<file path="src/rtl/nand_dma_pkg.sv">
package nand_dma_pkg;
   localparam int OWN_BIT   = 31;
   localparam int FIRST_BIT = 3;
   localparam int LAST_BIT  = 2;

   typedef enum logic [3:0] {
      S_IDLE,
      S_DSC0_REQ,
      S_DSC0_WAIT,
      S_DSC1_REQ,
      S_DSC1_WAIT,
      S_TX_REQ,
      S_TX_WAIT,
      S_TX_DRAIN,
      S_RX_FILL,
      S_RX_PUT,
      S_WB_REQ
   } dma_state_e;
endpackage

</file>
<file path="src/rtl/nand_dma_txser.sv">
module nand_dma_txser #(
   parameter int BEAT_BYTES = 8,
   localparam int DATA_W = 8 * BEAT_BYTES,
   localparam int CNT_W  = $clog2(BEAT_BYTES + 1)
) (
   input  logic              clk,
   input  logic              rst_n,
   input  logic              load_i,
   input  logic [DATA_W-1:0] beat_i,
   input  logic [CNT_W-1:0]  cnt_i,
   output logic              empty_o,
   output logic              tx_valid_o,
   output logic [7:0]        tx_data_o,
   input  logic              tx_ready_i
);
   logic [DATA_W-1:0] shreg_q;
   logic [CNT_W-1:0]  left_q;

   always_ff @(posedge clk) begin
      if (!rst_n) begin
         shreg_q <= '0;
         left_q  <= '0;
      end else if (load_i) begin
         shreg_q <= beat_i;
         left_q  <= cnt_i;
      end else if (tx_valid_o && tx_ready_i) begin
         shreg_q <= shreg_q >> 8;
         left_q  <= left_q - CNT_W'(1);
      end
   end

   assign tx_valid_o = (left_q != '0);
   assign tx_data_o  = shreg_q[7:0];
   assign empty_o    = (left_q == '0);

   // an unaccepted byte is held
   assert_tx_hold_R8: assert property (@(posedge clk) disable iff (!rst_n)
      (tx_valid_o && !tx_ready_i) |=> (tx_valid_o && $stable(tx_data_o)));

   // the controller only loads a new beat after the previous one drained
   assert_load_when_empty_R4: assert property (@(posedge clk) disable iff (!rst_n)
      load_i |-> (empty_o && cnt_i != '0));
endmodule

</file>
<file path="src/rtl/nand_dma_rxpack.sv">
module nand_dma_rxpack #(
   parameter int BEAT_BYTES = 8,
   localparam int DATA_W = 8 * BEAT_BYTES,
   localparam int CNT_W  = $clog2(BEAT_BYTES + 1),
   localparam int LANE_W = $clog2(BEAT_BYTES)
) (
   input  logic              clk,
   input  logic              rst_n,
   input  logic              arm_i,
   input  logic [CNT_W-1:0]  cnt_i,
   output logic              full_o,
   output logic [DATA_W-1:0] beat_o,
   input  logic              rx_valid_i,
   input  logic [7:0]        rx_data_i,
   output logic              rx_ready_o
);
   logic [LANE_W-1:0] idx_q;
   logic [CNT_W-1:0]  left_q;
   logic              take;

   assign take       = rx_valid_i && rx_ready_o;
   assign rx_ready_o = (left_q != '0);
   assign full_o     = (left_q == '0);

   always_ff @(posedge clk) begin
      if (!rst_n) begin
         idx_q  <= '0;
         left_q <= '0;
      end else if (arm_i) begin
         idx_q  <= '0;
         left_q <= cnt_i;
      end else if (take) begin
         idx_q  <= idx_q + LANE_W'(1);
         left_q <= left_q - CNT_W'(1);
      end
   end

   for (genvar k = 0; k < BEAT_BYTES; k++) begin : g_lane
      logic [7:0] byte_q;
      always_ff @(posedge clk) begin
         if (!rst_n || arm_i) begin
            byte_q <= '0;
         end else if (take && idx_q == LANE_W'(k)) begin
            byte_q <= rx_data_i;
         end
      end
      assign beat_o[8*k +: 8] = byte_q;
   end

   // every armed beat asks for between one and a full beat of bytes
   assert_arm_count_R5: assert property (@(posedge clk) disable iff (!rst_n)
      arm_i |-> (cnt_i != '0 && cnt_i <= CNT_W'(BEAT_BYTES) && full_o));
endmodule

</file>
<file path="src/rtl/nand_dma_ctrl.sv">
module nand_dma_ctrl
   import nand_dma_pkg::*;
#(
   parameter int ADDR_W     = 32,
   parameter int LEN_W      = 12,
   parameter int BEAT_BYTES = 8,
   localparam int DATA_W = 8 * BEAT_BYTES,
   localparam int CNT_W  = $clog2(BEAT_BYTES + 1),
   localparam int OFF_W  = LEN_W + 1
) (
   input  logic              clk,
   input  logic              rst_n,
   input  logic              start_i,
   input  logic              dir_i,
   input  logic [LEN_W-1:0]  len_i,
   input  logic [ADDR_W-1:0] desc_base_i,
   output logic              mem_req_o,
   output logic              mem_we_o,
   output logic [ADDR_W-1:0] mem_addr_o,
   output logic [DATA_W-1:0] mem_wdata_o,
   input  logic              mem_gnt_i,
   input  logic              mem_rvalid_i,
   input  logic [DATA_W-1:0] mem_rdata_i,
   output logic              ser_load_o,
   output logic [CNT_W-1:0]  ser_cnt_o,
   input  logic              ser_empty_i,
   output logic              pk_arm_o,
   output logic [CNT_W-1:0]  pk_cnt_o,
   input  logic              pk_full_i,
   input  logic [DATA_W-1:0] pk_beat_i,
   output logic              tx_done_o,
   output logic              rx_done_o,
   output logic              desc_unavail_o
);
   dma_state_e        state_q;
   logic              dir_q;
   logic [LEN_W-1:0]  rem_q;
   logic [OFF_W-1:0]  off_q;
   logic [ADDR_W-1:0] base_q;
   logic [ADDR_W-1:0] ptr_q;
   logic [31:0]       status_q;
   logic [31:0]       sizes_q;

   logic [CNT_W-1:0]  cur_cnt;
   logic [CNT_W-1:0]  next_cnt;
   logic [LEN_W-1:0]  rem_after;
   logic [31:0]       status_ret;

   assign cur_cnt    = (rem_q >= LEN_W'(BEAT_BYTES)) ? CNT_W'(BEAT_BYTES) : rem_q[CNT_W-1:0];
   assign rem_after  = rem_q - LEN_W'(cur_cnt);
   assign next_cnt   = (rem_after >= LEN_W'(BEAT_BYTES)) ? CNT_W'(BEAT_BYTES) : rem_after[CNT_W-1:0];
   assign status_ret = status_q & ~(32'h1 << OWN_BIT);

   always_comb begin
      mem_req_o   = 1'b0;
      mem_we_o    = 1'b0;
      mem_addr_o  = '0;
      mem_wdata_o = '0;
      unique case (state_q)
         S_DSC0_REQ: begin
            mem_req_o  = 1'b1;
            mem_addr_o = base_q;
         end
         S_DSC1_REQ: begin
            mem_req_o  = 1'b1;
            mem_addr_o = base_q + ADDR_W'(BEAT_BYTES);
         end
         S_TX_REQ: begin
            mem_req_o  = 1'b1;
            mem_addr_o = ptr_q + ADDR_W'(off_q);
         end
         S_RX_PUT: begin
            mem_req_o   = 1'b1;
            mem_we_o    = 1'b1;
            mem_addr_o  = ptr_q + ADDR_W'(off_q);
            mem_wdata_o = pk_beat_i;
         end
         S_WB_REQ: begin
            mem_req_o   = 1'b1;
            mem_we_o    = 1'b1;
            mem_addr_o  = base_q;
            mem_wdata_o = {sizes_q, status_ret};
         end
         default: ;
      endcase
   end

   assign ser_load_o = (state_q == S_TX_WAIT) && mem_rvalid_i;
   assign ser_cnt_o  = cur_cnt;
   assign pk_arm_o   = ((state_q == S_DSC1_WAIT) && mem_rvalid_i && dir_q && rem_q != '0) ||
                       ((state_q == S_RX_PUT) && mem_gnt_i && rem_after != '0);
   assign pk_cnt_o   = (state_q == S_RX_PUT) ? next_cnt : cur_cnt;

   always_ff @(posedge clk) begin
      if (!rst_n) begin
         state_q        <= S_IDLE;
         dir_q          <= 1'b0;
         rem_q          <= '0;
         off_q          <= '0;
         base_q         <= '0;
         ptr_q          <= '0;
         status_q       <= '0;
         sizes_q        <= '0;
         tx_done_o      <= 1'b0;
         rx_done_o      <= 1'b0;
         desc_unavail_o <= 1'b0;
      end else begin
         tx_done_o      <= 1'b0;
         rx_done_o      <= 1'b0;
         desc_unavail_o <= 1'b0;
         unique case (state_q)
            S_IDLE: if (start_i) begin
               dir_q   <= dir_i;
               rem_q   <= len_i;
               off_q   <= '0;
               base_q  <= desc_base_i;
               state_q <= S_DSC0_REQ;
            end
            S_DSC0_REQ: if (mem_gnt_i) state_q <= S_DSC0_WAIT;
            S_DSC0_WAIT: if (mem_rvalid_i) begin
               status_q <= mem_rdata_i[31:0];
               sizes_q  <= mem_rdata_i[63:32];
               if (!mem_rdata_i[OWN_BIT]) begin
                  desc_unavail_o <= 1'b1;
                  state_q        <= S_IDLE;
               end else begin
                  state_q <= S_DSC1_REQ;
               end
            end
            S_DSC1_REQ: if (mem_gnt_i) state_q <= S_DSC1_WAIT;
            S_DSC1_WAIT: if (mem_rvalid_i) begin
               ptr_q <= mem_rdata_i[ADDR_W-1:0];
               if (rem_q == '0)  state_q <= S_WB_REQ;
               else if (!dir_q)  state_q <= S_TX_REQ;
               else              state_q <= S_RX_FILL;
            end
            S_TX_REQ: if (mem_gnt_i) state_q <= S_TX_WAIT;
            S_TX_WAIT: if (mem_rvalid_i) begin
               rem_q   <= rem_after;
               off_q   <= off_q + OFF_W'(BEAT_BYTES);
               state_q <= S_TX_DRAIN;
            end
            S_TX_DRAIN: if (ser_empty_i) begin
               state_q <= (rem_q == '0) ? S_WB_REQ : S_TX_REQ;
            end
            S_RX_FILL: if (pk_full_i) state_q <= S_RX_PUT;
            S_RX_PUT: if (mem_gnt_i) begin
               rem_q   <= rem_after;
               off_q   <= off_q + OFF_W'(BEAT_BYTES);
               state_q <= (rem_after == '0) ? S_WB_REQ : S_RX_FILL;
            end
            S_WB_REQ: if (mem_gnt_i) begin
               tx_done_o <= !dir_q;
               rx_done_o <= dir_q;
               state_q   <= S_IDLE;
            end
            default: state_q <= S_IDLE;
         endcase
      end
   end

   // an ungranted request keeps every field
   assert_req_hold_R8: assert property (@(posedge clk) disable iff (!rst_n)
      (mem_req_o && !mem_gnt_i) |=> (mem_req_o && $stable(mem_addr_o) &&
                                     $stable(mem_we_o) && $stable(mem_wdata_o)));

   // completion and unavailable flags are mutually exclusive
   assert_evt_excl_R7: assert property (@(posedge clk) disable iff (!rst_n)
      $onehot0({tx_done_o, rx_done_o, desc_unavail_o}));

   // a completion flag follows a granted write to the descriptor
   assert_done_after_wb_R6: assert property (@(posedge clk) disable iff (!rst_n)
      (tx_done_o || rx_done_o) |-> ($past(mem_req_o && mem_we_o && mem_gnt_i) &&
                                    $past(mem_addr_o) == base_q));

   // unavailable only after a status word with ownership clear
   assert_unavail_cause_R3: assert property (@(posedge clk) disable iff (!rst_n)
      desc_unavail_o |-> ($past(mem_rvalid_i) && !$past(mem_rdata_i[OWN_BIT]) && !mem_req_o));
endmodule

</file>
<file path="src/rtl/nand_dma_engine.sv">
module nand_dma_engine #(
   parameter int ADDR_W     = 32,
   parameter int LEN_W      = 12,
   parameter int BEAT_BYTES = 8,
   localparam int DATA_W = 8 * BEAT_BYTES,
   localparam int CNT_W  = $clog2(BEAT_BYTES + 1)
) (
   input  logic              clk,
   input  logic              rst_n,
   input  logic              start_i,
   input  logic              dir_i,
   input  logic [LEN_W-1:0]  len_i,
   input  logic [ADDR_W-1:0] desc_base_i,
   output logic              mem_req_o,
   output logic              mem_we_o,
   output logic [ADDR_W-1:0] mem_addr_o,
   output logic [DATA_W-1:0] mem_wdata_o,
   input  logic              mem_gnt_i,
   input  logic              mem_rvalid_i,
   input  logic [DATA_W-1:0] mem_rdata_i,
   output logic              tx_valid_o,
   output logic [7:0]        tx_data_o,
   input  logic              tx_ready_i,
   input  logic              rx_valid_i,
   input  logic [7:0]        rx_data_i,
   output logic              rx_ready_o,
   output logic              tx_done_o,
   output logic              rx_done_o,
   output logic              desc_unavail_o
);
   if (BEAT_BYTES != 8) begin : g_bad_beat
      $error("descriptor layout needs a 64-bit memory beat");
   end
   if (ADDR_W < 16 || ADDR_W > 32) begin : g_bad_addr
      $error("ADDR_W must lie in 16..32");
   end
   if (LEN_W < 4 || LEN_W >= ADDR_W) begin : g_bad_len
      $error("LEN_W must be at least 4 and below ADDR_W");
   end

   logic              ser_load;
   logic [CNT_W-1:0]  ser_cnt;
   logic              ser_empty;
   logic              pk_arm;
   logic [CNT_W-1:0]  pk_cnt;
   logic              pk_full;
   logic [DATA_W-1:0] pk_beat;

   nand_dma_ctrl #(.ADDR_W(ADDR_W), .LEN_W(LEN_W), .BEAT_BYTES(BEAT_BYTES)) u_ctrl (
      .clk            (clk),
      .rst_n          (rst_n),
      .start_i        (start_i),
      .dir_i          (dir_i),
      .len_i          (len_i),
      .desc_base_i    (desc_base_i),
      .mem_req_o      (mem_req_o),
      .mem_we_o       (mem_we_o),
      .mem_addr_o     (mem_addr_o),
      .mem_wdata_o    (mem_wdata_o),
      .mem_gnt_i      (mem_gnt_i),
      .mem_rvalid_i   (mem_rvalid_i),
      .mem_rdata_i    (mem_rdata_i),
      .ser_load_o     (ser_load),
      .ser_cnt_o      (ser_cnt),
      .ser_empty_i    (ser_empty),
      .pk_arm_o       (pk_arm),
      .pk_cnt_o       (pk_cnt),
      .pk_full_i      (pk_full),
      .pk_beat_i      (pk_beat),
      .tx_done_o      (tx_done_o),
      .rx_done_o      (rx_done_o),
      .desc_unavail_o (desc_unavail_o)
   );

   nand_dma_txser #(.BEAT_BYTES(BEAT_BYTES)) u_txser (
      .clk        (clk),
      .rst_n      (rst_n),
      .load_i     (ser_load),
      .beat_i     (mem_rdata_i),
      .cnt_i      (ser_cnt),
      .empty_o    (ser_empty),
      .tx_valid_o (tx_valid_o),
      .tx_data_o  (tx_data_o),
      .tx_ready_i (tx_ready_i)
   );

   nand_dma_rxpack #(.BEAT_BYTES(BEAT_BYTES)) u_rxpack (
      .clk        (clk),
      .rst_n      (rst_n),
      .arm_i      (pk_arm),
      .cnt_i      (pk_cnt),
      .full_o     (pk_full),
      .beat_o     (pk_beat),
      .rx_valid_i (rx_valid_i),
      .rx_data_i  (rx_data_i),
      .rx_ready_o (rx_ready_o)
   );
endmodule

</file>
<file path="config.mk">
export PLATFORM = sky130hd
export DESIGN_NAME = nand_dma_engine
export DESIGN_NICKNAME = d
export VERILOG_FILES = /design/src/rtl/nand_dma_pkg.sv /design/src/rtl/nand_dma_txser.sv /design/src/rtl/nand_dma_rxpack.sv /design/src/rtl/nand_dma_ctrl.sv /design/src/rtl/nand_dma_engine.sv
export SDC_FILE = /design/constraint.sdc
export NUM_CORES = 1
export LEC_CHECK = 0
export BUFFER_PORTS_ARGS = -buffer_cell sky130_fd_sc_hd__buf_4
export CORE_MARGIN = 2
export CORE_UTILIZATION = 50
export CTS_CLUSTER_SIZE = 25
export DETAILED_ROUTE_END_ITERATION = 10
export HOLD_SLACK_MARGIN = 0.1
export PLACE_DENSITY = 0.75
export SETUP_SLACK_MARGIN = 0.4
export SYNTH_ARGS = -nofsm -noshare
export SYNTH_HDL_FRONTEND = slang
export SYNTH_SLANG_ARGS = --single-unit
</file>
<file path="constraint.sdc">
create_clock -name clk -period 4 [get_ports clk]
set_clock_uncertainty 0.2 [all_clocks]
set_input_delay 0.6 -clock clk [delete_from_list [all_inputs] [get_ports clk]]
set_output_delay 0.6 -clock clk [all_outputs]
set_load 0.01 [all_outputs]
</file>
==> impl_results.md <==
- Clk Tree Root Cell: clkbuf_16
- Total power draw: 8760 uW
- Gr usage total: 29.3%
- Final setup TNS: 0 ns
- I/O Pins: 235
- Final #Nets: 2,179
- Vias in the first global route: 13,300
- Initial antenna violation count: 1
- CP most frequent cell: buf_4
- Core box area: 28,700 um2
- Syn. warnings: 0
- Largest net degree at the start of global routing: 151
- Critical path class: flop to output port
- N_diodes: 0
- Rows: 62
- Fin worst setup slack: 0.490 ns
- Fmax: 285 MHz
- CTS H-tree depth: 2
- Routing usage on met1: 39.0%
- Via-per-instance ratio: 5.97
- Number of synthesized register bits: 296
- Post-Syn Area: 14,500 um2
- Synth cell count leaders: nand2_1, dfxtp_1, a21oi_1, clkbuf_1, nor2_1
- Die Wd: 175 um
- Port Buffers: 234
- Fillers: 2,570
- Pins Over Slew Limit: 0
- Worst path cell trace: ha_4 > a211oi_4 > buf_4 > o21bai_2 > a21oi_2 > o21ai_2 > and3_1 > or3_1 > buf_4
- DRC Markers: 0
- Hold Path Class: input port to flop
- Gr ovfl total: 0
- Busiest grt layer: met2
- M3 GR Usage: 4.79%
- Later-pin clock latency in the skew report: 0.51 ns
- Starting Density: 50.7%
- Pre-CTS setup slack: 0.220 ns
- CTS max path bufs: 3
- Final Cycle Share: 87.7%
- Syn_area_per_cell: 7.76 um2
- Worst stage delay on the critical path: 0.38 ns
- Die height: 175 um
- Worst vdd ir: 0.000448 V
- CP max-delay cell: dfxtp_1
- Sequential area share after synthesis: 40.7%
- Final setup violation count: 0
- Slew HR: 36.0%
- Num CTS Buffers: 34
- DR WL/cell: 19.2 um
- Worst-path clk slew: 0.07 ns
- Via count: 14,500
- CP Capture Type: output port
- Placer Congestion: 0.900
- PD cells: 486 nW/um2
- Worst EP required: 3.20 ns
- First-pass GRT wire length: 72,100 um
- Initial DRC Count: 1,532
- Cell variety after synth: 75
- Startpoint Class: flop
- Number of flops mapped to enable cells by yosys: 0
- LEAKAGE: 0.00674 uW
- Post-synthesis async set-or-reset flop share: 0%
- Synth top area share: 40.7%
- Routed Antenna Nets: 0
- Final hold vios: 0
- Full die area: 30,500 um2
- Clk sinks: 296
- Count leader, synth: nand2_1
- WHS: 0.127 ns
- Crit path arrival time: 2.71 ns
- Cells after synthesis: 1,875
- Top cells by area, synth: dfxtp_1, nand2_1, a21oi_1
- Slew @ Worst Pin: 0.957 ns
- Leading area contributor after synthesis: dfxtp_1
- Drt first pass iters: 8
- CTS Hold Bufs: 0
- Outcome: finished, final reports clean
- Post-route minimum period: 3.51 ns
- Post-DP HPWL: 32,100 um
- Met2 Resource Use GR: 48.5%
- WL final: 46,800 um
- CTS tree: done
- R2R setup slack: 0.50 ns
- Layout cells sized above 1: 21.2%
- Worst-path maximum fanout: 4
- Primary FF master, synth: dfxtp_1
- Syn Nets: 2,020
- Area growth syn-to-layout: 23.9%
- RSZ-0062 raised after global routing: yes
- Max Cap Viol: 0
==> critical path, delay by kind of cell (launching register included) <==
kind                     cells  cell delay (ns)
buffers and inverters        2             0.33
adder cells (fa/ha/maj)      1             0.24
AND/OR/NAND/NOR              2             0.53
AO/OA/AOI/OAI                4             0.74
flip-flops                   1             0.38
==> cells in the final DEF, fill, tap and decap left out, types with 28 or more instances in the layout <==
cell type  Yosys  routed
a21oi_1      202     200
a22o_1        66      66
a311oi_1      56      56
buf_4          8     272
clkbuf_16      0      35
dfxtp_1      296     285
nand2_1      482     480
nand3_1       72      69
nor2_1       120     118
o21ai_0       45      41
xnor2_1       28      28
==> repair_timing <==
action                                  4_1_cts  5_1_grt
cloned                                        1        2
endpoints found under the setup margin       67       86
pin swaps                                     4       20
resized for setup                            22       46
buffers inserted                              3        8
==> logic make-up after synthesis <==
group	after synthesis	share of synthesized area [%]
compound gates	497	23.0
xor+xnor	45	2.71
fa+ha+maj	21	1.81
buf+inv	183	5.32
flops	296	40.7
mux	27	1.87
other cells	1	0.0258
simple gates	805	24.5
==> layout make-up <==
type / count / area, um2 / area share (%)
multi-input cells: 1397 / 8240 / 45.7
flip-flops and latches: 296 / 5950 / 33.0
repair buffers: 283 / 2210 / 12.3
clock buffers: 46 / 947 / 5.26
well taps: 384 / 480 / 2.67
clock inverters: 9 / 101 / 0.563
inverters: 22 / 87.6 / 0.486
==> per-stage QoR <==
step                area (um2)  utilization, %  cells
floorplan                14600               -   1875
CTS                      17700            61.7   2427
global placement         16500            57.6   2368
global route             18000            62.8   2437
finish                   18000            62.8   2437
detailed placement       16500            57.6   2368
==> routing by layer <==
layer / wire, um / up-vias
met3: 3650 / 94
li1: - / 6895
met2: 22100 / 636
met5: 11 / -
met1: 19600 / 6913
met4: 1460 / 2
==> flip-flops by register name, indices dropped and copies added, names as in the netlist <==
name / flops
u_ctrl.status_q: 31
u_ctrl.ptr_q: 32
u_rxpack.g_lane.byte_q: 64
u_ctrl.rem_q: 12
u_txser.left_q: 4
u_ctrl.dir_q: 1
u_rxpack.idx_q: 3
u_rxpack.left_q: 4
u_ctrl.sizes_q: 32
u_ctrl.desc_unavail_o: 1
u_ctrl.rx_done_o: 1
u_ctrl.tx_done_o: 1
u_ctrl.off_q: 10
u_ctrl.state_q: 4
u_txser.shreg_q: 64
u_ctrl.base_q: 32
==> worst paths after layout <==
check                                       from                 to  cells past startpoint
worst max-delay path             u_ctrl.ptr_q[4]     mem_addr_o[11]                      9
worst max register to register   u_ctrl.rem_q[4]  u_rxpack.idx_q[2]                     11
worst min-delay path              desc_base_i[5]   u_ctrl.base_q[5]                      3
worst min register to register  u_ctrl.base_q[1]   u_ctrl.base_q[1]                      2
==> power by group <==
group          leakage [uW]  internal [uW]  switching (uW)  total, uW
Combinational       0.00383            844            1470       2310
Sequential          0.00240           3200             286       3480
Clock              0.000506           1730            1240       2970
(Power assumes the default switching activity.)
